File: src/rtl/upd_pkg.sv
package upd_pkg;

    typedef enum logic [1:0] {
        OP_NOP = 2'b00,
        OP_INS = 2'b01,
        OP_DEL = 2'b10,
        OP_MOD = 2'b11
    } upd_op_e;

    typedef enum logic [2:0] {
        ST_IDLE,
        ST_DROP,
        ST_SEEK,
        ST_FILL,
        ST_ARM,
        ST_DONE
    } upd_state_e;

endpackage

File: src/rtl/upd_valid_bank.sv
module upd_valid_bank #(
    parameter int ROWS  = 4,
    parameter int SLOTS = 8,
    localparam int RW = $clog2(ROWS),
    localparam int SW = $clog2(SLOTS)
) (
    input  logic          clk,
    input  logic          rst_n,
    input  logic          wr_en,
    input  logic          wr_val,
    input  logic [RW-1:0] wr_row,
    input  logic [SW-1:0] wr_slot,
    input  logic [RW-1:0] rd_row,
    input  logic [SW-1:0] rd_slot,
    output logic          rd_busy,
    output logic          bottom_full
);

    logic [ROWS*SLOTS-1:0] flat;

    // one register row per array row
    for (genvar r = 0; r < ROWS; r++) begin : g_row
        logic [SLOTS-1:0] row_q;
        always_ff @(posedge clk or negedge rst_n) begin
            if (!rst_n) begin
                row_q <= '0;
            end else if (wr_en && (wr_row == RW'(r))) begin
                row_q[wr_slot] <= wr_val;
            end
        end
        assign flat[r*SLOTS +: SLOTS] = row_q;
    end

    assign rd_busy     = flat[int'(rd_row)*SLOTS + int'(rd_slot)];
    assign bottom_full = &flat[(ROWS-1)*SLOTS +: SLOTS];

    // a rule is only armed in a slot that was free
    AST_SET_ONLY_FREE: assert property (@(posedge clk) disable iff (!rst_n)
        (wr_en && wr_val) |-> !flat[int'(wr_row)*SLOTS + int'(wr_slot)]);

endmodule

File: src/rtl/upd_fit_check.sv
module upd_fit_check #(
    parameter int ROWS   = 4,
    parameter int NSTG   = 4,
    parameter int STRIDE = 2,
    parameter logic [ROWS*NSTG-1:0] WILD_MAP = '0,
    localparam int RW = $clog2(ROWS),
    localparam int PW = NSTG*STRIDE
) (
    input  logic [RW-1:0] row,
    input  logic [PW-1:0] care,
    input  logic          slot_busy,
    output logic          fit,
    output logic          clash
);

    logic [NSTG-1:0] stage_care;
    logic [NSTG-1:0] row_wild;

    // a stage matters when any of its bits is fixed
    for (genvar g = 0; g < NSTG; g++) begin : g_stg
        assign stage_care[g] = |care[g*STRIDE +: STRIDE];
    end

    assign row_wild = WILD_MAP[int'(row)*NSTG +: NSTG];
    assign clash    = |(row_wild & stage_care);
    assign fit      = !slot_busy && !clash;

endmodule

File: src/rtl/upd_fill_seq.sv
module upd_fill_seq #(
    parameter int ROWS   = 4,
    parameter int NSTG   = 4,
    parameter int STRIDE = 2,
    parameter logic [ROWS*NSTG-1:0] WILD_MAP = '0,
    localparam int RW   = $clog2(ROWS),
    localparam int GW   = $clog2(NSTG),
    localparam int PW   = NSTG*STRIDE,
    localparam int KEYS = 1 << STRIDE
) (
    input  logic              clk,
    input  logic              rst_n,
    input  logic              start,
    input  logic [RW-1:0]     row,
    input  logic [PW-1:0]     value,
    input  logic [PW-1:0]     care,
    output logic              tw_en,
    output logic [GW-1:0]     tw_stage,
    output logic [STRIDE-1:0] tw_key,
    output logic              tw_bit,
    output logic              last
);

    logic              active_q;
    logic [GW-1:0]     stg_q;
    logic [STRIDE-1:0] key_q;
    logic              step_wild;
    logic              stage_end;
    logic [STRIDE-1:0] sub_val;
    logic [STRIDE-1:0] sub_care;

    assign step_wild = WILD_MAP[int'(row)*NSTG + int'(stg_q)];
    assign stage_end = step_wild || (key_q == STRIDE'(KEYS-1));
    assign sub_val   = value[int'(stg_q)*STRIDE +: STRIDE];
    assign sub_care  = care[int'(stg_q)*STRIDE +: STRIDE];

    assign last     = active_q && stage_end && (stg_q == GW'(NSTG-1));
    assign tw_en    = active_q && !step_wild;
    assign tw_stage = stg_q;
    assign tw_key   = key_q;
    assign tw_bit   = ((key_q ^ sub_val) & sub_care) == '0;

    // walk stages and keys; a wildcard stage costs one idle step
    always_ff @(posedge clk or negedge rst_n) begin
        if (!rst_n) begin
            active_q <= 1'b0;
            stg_q    <= '0;
            key_q    <= '0;
        end else if (start) begin
            active_q <= 1'b1;
            stg_q    <= '0;
            key_q    <= '0;
        end else if (active_q) begin
            if (last) begin
                active_q <= 1'b0;
            end else if (stage_end) begin
                stg_q <= stg_q + GW'(1);
                key_q <= '0;
            end else begin
                key_q <= key_q + STRIDE'(1);
            end
        end
    end

    AST_SEQ_START_IDLE: assert property (@(posedge clk) disable iff (!rst_n)
        start |-> !active_q);

endmodule

File: src/rtl/sink_rule_updater.sv
module sink_rule_updater
    import upd_pkg::*;
#(
    parameter int ROWS   = 4,
    parameter int SLOTS  = 8,
    parameter int NSTG   = 4,
    parameter int STRIDE = 2,
    parameter logic [ROWS*NSTG-1:0] WILD_MAP = 16'h028C,
    localparam int RW = $clog2(ROWS),
    localparam int SW = $clog2(SLOTS),
    localparam int GW = $clog2(NSTG),
    localparam int PW = NSTG*STRIDE
) (
    input  logic              clk,
    input  logic              rst_n,
    input  logic              cmd_valid,
    output logic              cmd_ready,
    input  logic [1:0]        cmd_op,
    input  logic [RW+SW-1:0]  cmd_id,
    input  logic [PW-1:0]     cmd_value,
    input  logic [PW-1:0]     cmd_care,
    output logic              tw_en,
    output logic [RW-1:0]     tw_row,
    output logic [SW-1:0]     tw_slot,
    output logic [GW-1:0]     tw_stage,
    output logic [STRIDE-1:0] tw_key,
    output logic              tw_bit,
    output logic              vb_en,
    output logic [RW-1:0]     vb_row,
    output logic [SW-1:0]     vb_slot,
    output logic              vb_val,
    output logic              done,
    output logic              done_ovf,
    output logic [RW-1:0]     done_row,
    output logic [SW-1:0]     done_slot,
    output logic              bottom_full
);

    upd_state_e    state_q, state_d;
    upd_op_e       op_q;
    logic [RW-1:0] row_q, row_d;
    logic [SW-1:0] slot_q;
    logic [PW-1:0] val_q;
    logic [PW-1:0] care_q;
    logic          ovf_q, ovf_d;
    logic          take;
    logic          slot_busy;
    logic          fit;
    logic          clash;
    logic          seq_start;
    logic          seq_last;
    logic          bank_wr;
    logic          bank_val;

    // ---------------- next-state logic ----------------
    always_comb begin
        state_d = state_q;
        row_d   = row_q;
        ovf_d   = ovf_q;
        take    = 1'b0;
        unique case (state_q)
            ST_IDLE: begin
                if (cmd_valid) begin
                    take  = 1'b1;
                    ovf_d = 1'b0;
                    row_d = cmd_id[SW +: RW];
                    unique case (upd_op_e'(cmd_op))
                        OP_NOP:         state_d = ST_DONE;
                        OP_INS:         state_d = ST_SEEK;
                        OP_DEL, OP_MOD: state_d = ST_DROP;
                        default:        state_d = ST_DONE;
                    endcase
                end
            end
            ST_DROP: begin
                state_d = (op_q == OP_DEL) ? ST_DONE : ST_SEEK;
            end
            ST_SEEK: begin
                if (fit) begin
                    state_d = ST_FILL;
                end else if (row_q == RW'(ROWS-1)) begin
                    state_d = ST_DONE;
                    ovf_d   = 1'b1;
                end else begin
                    row_d = row_q + RW'(1);
                end
            end
            ST_FILL: begin
                if (seq_last) begin
                    state_d = ST_ARM;
                end
            end
            ST_ARM:  state_d = ST_DONE;
            ST_DONE: state_d = ST_IDLE;
            default: state_d = ST_IDLE;
        endcase
    end

    // ---------------- state register ----------------
    always_ff @(posedge clk or negedge rst_n) begin
        if (!rst_n) begin
            state_q <= ST_IDLE;
            op_q    <= OP_NOP;
            row_q   <= '0;
            slot_q  <= '0;
            val_q   <= '0;
            care_q  <= '0;
            ovf_q   <= 1'b0;
        end else begin
            state_q <= state_d;
            row_q   <= row_d;
            ovf_q   <= ovf_d;
            if (take) begin
                op_q   <= upd_op_e'(cmd_op);
                slot_q <= cmd_id[SW-1:0];
                val_q  <= cmd_value;
                care_q <= cmd_care;
            end
        end
    end

    // ---------------- outputs ----------------
    always_comb begin
        cmd_ready = 1'b0;
        bank_wr   = 1'b0;
        bank_val  = 1'b0;
        done      = 1'b0;
        seq_start = 1'b0;
        unique case (state_q)
            ST_IDLE: cmd_ready = 1'b1;
            ST_DROP: bank_wr   = 1'b1;
            ST_SEEK: seq_start = fit;
            ST_FILL: ;
            ST_ARM: begin
                bank_wr  = 1'b1;
                bank_val = 1'b1;
            end
            ST_DONE: done = 1'b1;
            default: ;
        endcase
    end

    assign vb_en     = bank_wr;
    assign vb_val    = bank_val;
    assign vb_row    = row_q;
    assign vb_slot   = slot_q;
    assign tw_row    = row_q;
    assign tw_slot   = slot_q;
    assign done_ovf  = ovf_q;
    assign done_row  = row_q;
    assign done_slot = slot_q;

    // ---------------- sub-blocks ----------------
    upd_valid_bank #(
        .ROWS  (ROWS),
        .SLOTS (SLOTS)
    ) u_bank (
        .clk         (clk),
        .rst_n       (rst_n),
        .wr_en       (bank_wr),
        .wr_val      (bank_val),
        .wr_row      (row_q),
        .wr_slot     (slot_q),
        .rd_row      (row_q),
        .rd_slot     (slot_q),
        .rd_busy     (slot_busy),
        .bottom_full (bottom_full)
    );

    upd_fit_check #(
        .ROWS     (ROWS),
        .NSTG     (NSTG),
        .STRIDE   (STRIDE),
        .WILD_MAP (WILD_MAP)
    ) u_fit (
        .row       (row_q),
        .care      (care_q),
        .slot_busy (slot_busy),
        .fit       (fit),
        .clash     (clash)
    );

    upd_fill_seq #(
        .ROWS     (ROWS),
        .NSTG     (NSTG),
        .STRIDE   (STRIDE),
        .WILD_MAP (WILD_MAP)
    ) u_seq (
        .clk      (clk),
        .rst_n    (rst_n),
        .start    (seq_start),
        .row      (row_q),
        .value    (val_q),
        .care     (care_q),
        .tw_en    (tw_en),
        .tw_stage (tw_stage),
        .tw_key   (tw_key),
        .tw_bit   (tw_bit),
        .last     (seq_last)
    );

    // ---------------- assertions ----------------
    AST_FILL_FREE: assert property (@(posedge clk) disable iff (!rst_n)
        tw_en |-> (!slot_busy && !clash));
    AST_ARM_AFTER_LAST: assert property (@(posedge clk) disable iff (!rst_n)
        (vb_en && vb_val) |-> $past(seq_last));
    AST_STROBE_EXCL: assert property (@(posedge clk) disable iff (!rst_n)
        $onehot0({tw_en, vb_en, done}));
    AST_READY_NO_WRITE: assert property (@(posedge clk) disable iff (!rst_n)
        cmd_ready |-> !tw_en);
    AST_OVF_NO_FILL: assert property (@(posedge clk) disable iff (!rst_n)
        (done && done_ovf) |-> !$past(tw_en));

endmodule

File: config.mk
export PLATFORM = sky130hd
export DESIGN_NAME = sink_rule_updater
export DESIGN_NICKNAME = d
export VERILOG_FILES = /design/src/rtl/upd_pkg.sv /design/src/rtl/upd_valid_bank.sv /design/src/rtl/upd_fit_check.sv /design/src/rtl/upd_fill_seq.sv /design/src/rtl/sink_rule_updater.sv
export SDC_FILE = /design/constraint.sdc
export NUM_CORES = 1
export LEC_CHECK = 0
export ABC_AREA = 1
export ABC_CLOCK_PERIOD_IN_PS = 2800
export BUFFER_PORTS_ARGS = -buffer_cell sky130_fd_sc_hd__buf_2
export CORE_MARGIN = 2
export CORE_UTILIZATION = 59
export CTS_BUF_LIST = sky130_fd_sc_hd__clkbuf_8
export CTS_CLUSTER_DIAMETER = 200
export CTS_CLUSTER_SIZE = 14
export DETAILED_ROUTE_END_ITERATION = 8
export HOLD_SLACK_MARGIN = 0.03
export PLACE_DENSITY = 0.82
export SYNTH_ARGS = -nofsm -noshare
export SYNTH_HDL_FRONTEND = slang
export SYNTH_HIERARCHICAL = 1
export SYNTH_SLANG_ARGS = --single-unit
File: constraint.sdc
create_clock -name clk -period 2.8 [get_ports clk]
set_input_delay 0.14 -clock clk [delete_from_list [all_inputs] [get_ports clk]]
set_output_delay 0.14 -clock clk [all_outputs]
set_load 0.05 [all_outputs]
==> flow_summary.toml, run 1 <==
[die]
die_area_sq_um = 6853
placementRows = 28
io-pin-count = 53
initial_core_util = 0.6149
die_h_um = 82.79
core_sq_um = 5956
fp.dieW_um = 82.79

[cells_and_area]
regArea_sq_um = 1603
n_antenna_cell = 0
utilization = 0.7317
drive_gt1_frac = 0.1759
final_common_cell = "nand2_1"
fin_nets = 582
multi_input_area_sq_um = 1712
fillers = 456
layout_common_cells = "nand2_1 (171), dfrtp_1 (63), buf_2 (52)"
area_delta_synth_final_pct = 19.00

[clock_tree]
htree_levels = 3
post_cts_buffers = 0
numClockSinks = 64
path_clk_slew_ps = 70
cts_buffer_depth = 2
clk-insertion-delay-late_ps = 340
root_buffer = "clkbuf_8"
cts_made_buffers = 9
cts_tree = "built"

[pwr]
powerDensity_nw_per_um2 = 489.3
clkPwrFrac = 0.467
power.share.combinational = 0.085
p_sw_uw = 489.3
ir_worst_vdd_mv = 0.3993
power.leakage_uw = 0.002307
switching_share = 0.2294
pwr-share-seq = 0.448
p_int_uw = 1643

[timing]
fin_crit_sh = 0.8867
worst_pin_slew_ps = 963.4
setup_viol_count_final = 0
slew_headroom = 0.3528
max_freq_mhz = 402.8
fin_crit_ps = 2483
skew_ps = 7.367
finalHoldViolations = 0
slew_viol_final = 0
rsz0062_at_grt = "false"
setup_tns_ps = 0

[grt]
antenna_found_initial = 0
first_global_vias = 3286
grt_pass1_wl_um = 15100
grt_max_degree = 37
gr-total-overflow = 0
track_usage = 0.2903

[yosys]
netlist_area_sq_um = 3662
ys_warn_count = 6
syn_nets = 519
ys_seq_area_frac = 0.4373
ys_types = 31
synth_seq_cells = 64
synth.avg_cell_area_sq_um = 7.489
syn_inst = 489

[worst_hold_path]
min_path_type = "input port to flip-flop"
hp-start = "cmd_op[1]"

[setup_path]
cpMostUsedCell = "nand2_1"
slowest_delay_ps = 520
crit_type = "flip-flop to flip-flop"
crit_fanout = 18
worst-path-buf-inv = 3
end_kind = "flip-flop"
critical_path_required_ps = 3030
crit_path_cell_trace = "inv_1, nand3_1, nand3_1, nand2_1, nand2_1, nand2_1, nand2_1, nand2_1, nor2_2, nand3_1, inv_1, inv_1, nand2_1, nand3_1, nand2_1, nand2_1"
arrival_ps = 2710
startpoint = "done_slot[1]"
crit_slowest_cell = "dfrtp_2"
critPathTopFamily = "simple AND/OR/NAND/NOR gates"
critPathLaunchType = "flip-flop"
rr_startpoint = "done_slot[1]"

[place]
place_congestion = 0.9596
place_hpwl_um = 5993
io_buffers = 52

[route]
routed-via-count = 3566
drtIter0Drc = 439
wire_per_inst_um = 14.46
wl_um = 9141
drt_first_pass_iters = 5
ant_nets = 0
drc_errors = 0
routed_via_density = 5.642

[run_status]
status = "completed"

[run]
drv_cap = 0
-- power groups by stage --
stage	registers, uW	clock network, uW	logic, uW
finish	956	995	181
global route	958	1050	199
CTS	955	1010	179
detailed placement	973	0	157
global placement	972	0	152
floorplan	981	0	90.6
-- layout make-up --
type / instances / share of cell area
Sequential cell: 64 / 0.3678
Multi-Input combinational cell: 350 / 0.3928
Tap cell: 75 / 0.02153
Clock buffer: 11 / 0.03474
Timing Repair Buffer: 79 / 0.1177
Clock inverter: 5 / 0.02354
Inverter: 48 / 0.04192
-- state kept, by name (all words and copies together), names as in the netlist --
name and cells:
u_seq/active_q 1, u_seq/tw_stage 2, care_q 8, val_q 8
done_row 2, done_ovf 1, u_bank/g_row.row_q 32, u_seq/tw_key 2
done_slot 3, state_q 3, op_q 2
-- worst reg2reg max path, stage by stage (launching register included) --
cell,delay [ps]
dfrtp_2,520
inv_1,250
nand3_1,120
nand3_1,100
nand2_1,60
nand2_1,50
nand2_1,60
nand2_1,50
nand2_1,70
nor2_2,120
nand3_1,180
inv_1,170
inv_1,130
nand2_1,200
nand3_1,140
nand2_1,90
nand2_1,60
-- metrics by stage --
| stage | setup WS (ps) | hold slack (ps) | area, sq um | std cells | power (uW) |
|---|---|---|---|---|---|
| after floorplan | 111.4 | -155.6 | 3662 | 489 | 1072 |
| after global placement | 486.3 | 188.8 | 3902 | 596 | 1124 |
| after detailed placement | 315.1 | 202.8 | 3902 | 596 | 1130 |
| after CTS | 284.0 | 39.92 | 4357 | 632 | 2144 |
| after global routing | 23.60 | 70.40 | 4358 | 632 | 2204 |
| final | 317.3 | 47.88 | 4358 | 632 | 2132 |
-- cells by family after synthesis --
group	count (synthesis)	synth area share
xor gates and xnor gates	1	0.002392
DFF	64	0.4373
buffers and inverters	75	0.09532
and+or+nand+nor	269	0.3328
AOI/OAI and AO/OA	76	0.1186
adders and majority gates	4	0.01367
-- what timing repair did --
action / in CTS / in global routing
hold endpoints to repair: 47 / 0
hold buffers: 20 / 0
gates resized for setup: 0 / 1
endpoints found under the setup margin: 0 / 5
-- synth_stat cells, drive strengths merged --
library cell    n  area, sq um
a21oi          33        165.2
a31oi          32        200.2
and2            1        8.760
buf            18        132.6
clkbuf          9        33.78
dfrtp          64         1602
ha              4        50.05
inv            48        182.7
nand2         177        689.4
nand3          53        307.8
nand3b          1        7.510
nand4           7        43.79
nor2           20        103.9
nor3            9        45.04
nor3b           1        12.51
o211ai          1        12.51
o21a            1        7.510
o21ai           9        48.80
xor2            1        8.760
-- worst paths after layout --
| check | to | slack, ps | cells after the start |
|---|---|---|---|
| max | u_seq/tw_stage[0] | 320 | 16 |
| min | op_q[1] | 50 | 3 |
| max reg2reg | u_seq/tw_stage[0] | 320 | 16 |
| min reg2reg | val_q[7] | 480 | 2 |
| max in group asynchronous | done_slot[1] | 1520 | 3 |
| min in group asynchronous | u_bank/g_row[3].row_q[0] | 360 | 2 |
-- per-layer routing --
layer | GRT usage | up-vias | part of all wire
li1 | - | 1729 | -
met1 | 0.3790 | 1660 | 0.43
met2 | 0.4863 | 156 | 0.50
met3 | 0.05195 | 21 | 0.054
met4 | 0.1033 | 0 | 0.019
met5 | 0 | - | 0
No activity file was read; power rests on OpenSTA's default activity.
==> run 2, diff against run 1 <==
--- a/config.mk
+++ b/config.mk
@@ -6,16 +6,17 @@
 export NUM_CORES = 1
 export LEC_CHECK = 0
 export ABC_AREA = 1
-export ABC_CLOCK_PERIOD_IN_PS = 2800
-export BUFFER_PORTS_ARGS = -buffer_cell sky130_fd_sc_hd__buf_2
+export ABC_CLOCK_PERIOD_IN_PS = 2050
+export CORE_ASPECT_RATIO = 1.25
 export CORE_MARGIN = 2
-export CORE_UTILIZATION = 59
+export CORE_UTILIZATION = 60
 export CTS_BUF_LIST = sky130_fd_sc_hd__clkbuf_8
 export CTS_CLUSTER_DIAMETER = 200
 export CTS_CLUSTER_SIZE = 14
 export DETAILED_ROUTE_END_ITERATION = 8
+export DONT_BUFFER_PORTS = 1
 export HOLD_SLACK_MARGIN = 0.03
-export PLACE_DENSITY = 0.82
+export PLACE_DENSITY = 0.79
 export SYNTH_ARGS = -nofsm -noshare
 export SYNTH_HDL_FRONTEND = slang
 export SYNTH_HIERARCHICAL = 1
==> constraint.sdc (replaced) <==
create_clock -name clk -period 2.05 [get_ports clk]
set_input_delay 0.1025 -clock clk [delete_from_list [all_inputs] [get_ports clk]]
set_output_delay 0.1025 -clock clk [all_outputs]
set_load 0.05 [all_outputs]
==> run 2 against run 1 <==
The flow now finishes with violations (negative setup slack). Sequential cell count stayed put. Clock skew rose by 4.7 ps. Sequential share of layout area shrank 0.94 points. Critical path type unchanged. Cell area increased by 3.1%. Maximum frequency rose by 18%. Combinational power increased by 40%. Utilization grew 3.5 points.
==> flow_summary.toml, run 2 (synthesized netlist as in run 1, its figures left out) <==
[run_status]
status = "complete, but fails checks"
violations = "negative setup slack"

[clock_tree]
numClockSinks = 64
cts_tree = "built"
cts_made_buffers = 9
clk-insertion-delay-late_ps = 360
cts_buffer_depth = 2
path_clk_slew_ps = 80
htree_levels = 3
root_buffer = "clkbuf_8"

[timing]
layout_setup_ws_ps = -54.49
worst_pin_slew_ps = 473.9
rsz0062_at_grt = "true"
fin_crit_sh = 1.027
slew_headroom = 0.6841
hold-worst-slack_ps = 53.90
finalHoldViolations = 0
max_freq_mhz = 475.2
slew_viol_final = 0
setup_viol_count_final = 2
skew_ps = 12.09
fin_crit_ps = 2104

[pwr]
power.leakage_uw = 0.002267
ir_worst_vdd_mv = 0.4402
power_uw = 2669
powerDensity_nw_per_um2 = 594.0

[route]
drc_errors = 0
drt_first_pass_iters = 4
wire_per_inst_um = 14.90
drtIter0Drc = 313
routed-via-count = 3543
wl_um = 9313
ant_nets = 0
routed_via_density = 5.669

[die]
initial_core_util = 0.6253
io-pin-count = 53
core_sq_um = 5857
die_h_um = 91.35
fp.dieW_um = 73.88
die_area_sq_um = 6749
placementRows = 31

[cells_and_area]
n_antenna_cell = 0
reg_top3 = "u_bank/g_row.row_q (32), care_q (8), val_q (8)"
largest_reg_flops = 32
regMostFlops = "u_bank/g_row.row_q"
fillers = 394
fin_nets = 568
final_common_cell = "nand2_1"
drive_gt1_frac = 0.1878
area_delta_synth_final_pct = 22.69
layout_common_cells = "nand2_1 (166), dfrtp_1 (59), nand3_1 (41)"

[setup_path]
critPathLaunchType = "flip-flop"
crit_fanout = 5
critical_path_required_ps = 2340
crit_type = "flip-flop to flip-flop"
cpMostUsedCell = "nand2_1"
slowest_delay_ps = 540
crit_path_cell_trace = "buf_6, nand2_1, nand3_1, nand3_1, nand2_1, nand2_1, nand2_1, nand2_1, nand2_2, nor2_4, nand3_2, inv_2, inv_4, nand4_1, buf_4, nand4_1, nand2_1"
end_kind = "flip-flop"
crit_slowest_cell = "dfrtp_4"
arrival_ps = 2400

[run]
drv_cap = 0

[place]
place_hpwl_um = 5839
io_buffers = 0
place_congestion = 0.9059

[grt]
gr-total-overflow = 0
grt_max_degree = 65
first_global_vias = 3370
antenna_found_initial = 0
track_usage = 0.2892
grt_pass1_wl_um = 15220

[worst_hold_path]
min_path_type = "input port to flip-flop"
## run 2: cell count changes in the layout (fill, tap and decap cells not counted), moves of 5 or more
cell,previous run,this run
buf_2,52,0
buf_4,7,33
buf_6,0,6
nand2_1,171,166
nand3_1,49,41
nand3_2,1,9
## run 2: metrics by stage
step	cells	worst slack (ps)	utilization	area (sq um)	TNS, ps
6_report	625	-54.49	0.7671	4493	-105.3
2_1_floorplan	489	-84.44	-	3719	-270.9
3_5_place_dp	575	-27.28	0.6623	3879	-38.23
5_1_grt	625	-158.3	0.7671	4493	-619.0
3_3_place_gp	575	93.84	0.6623	3879	0
4_1_cts	620	12.71	0.7471	4375	0
## run 2: path summary, 6_finish.rpt
kind	start	endpoint	slack, ps	cells past startpoint
worst max-delay path	done_slot[0]	u_seq/tw_stage[1]	-50	17
worst min-delay path	cmd_op[0]	state_q[0]	50	5
worst max register to register	done_slot[0]	u_seq/tw_stage[1]	-50	17
worst min register to register	val_q[1]	val_q[1]	490	2
max in group asynchronous	rst_n	done_slot[2]	1500	2
min in group asynchronous	rst_n	u_bank/g_row[3].row_q[2]	270	2
## run 2: area by class of cell
class                      instances  area (sq um)  area share
inverter                          48         195.2     0.04344
multi-input combinational        350          1785      0.3974
clock buffer                       9         123.9     0.02757
tap                               82         102.6     0.02283
timing repair buffer              65         603.1      0.1342
sequential                        64          1610      0.3584
clock inverter                     7         72.57     0.01615
## run 2: worst max-delay path: cells and delay by family (launching register included)
family / cells / cell delay [ps]
and+or+nand+nor: 13 / 1020
DFF: 1 / 540
buffers and inverters: 4 / 470
## run 2: where the power goes
group	switching, uW	internal [uW]	total [uW]
registers	27.7	1290	1310
logic	158	96.3	254
clock network	541	560	1100
total	727	1940	2670
## run 2: metal layers
metal	routed length (um)	global-route usage
met5	0	0
met3	416	0.04772
met2	4899	0.5007
met1	3645	0.3326
met4	351	0.1485
## run 2: timing repair
action	4_1_cts	5_1_grt
gates cloned	0	1
hold endpoints to repair	88	0
endpoints found under the setup margin	4	10
pin swaps	0	21
hold buffers	25	0
setup buffers	4	4
resized for setup	2	23
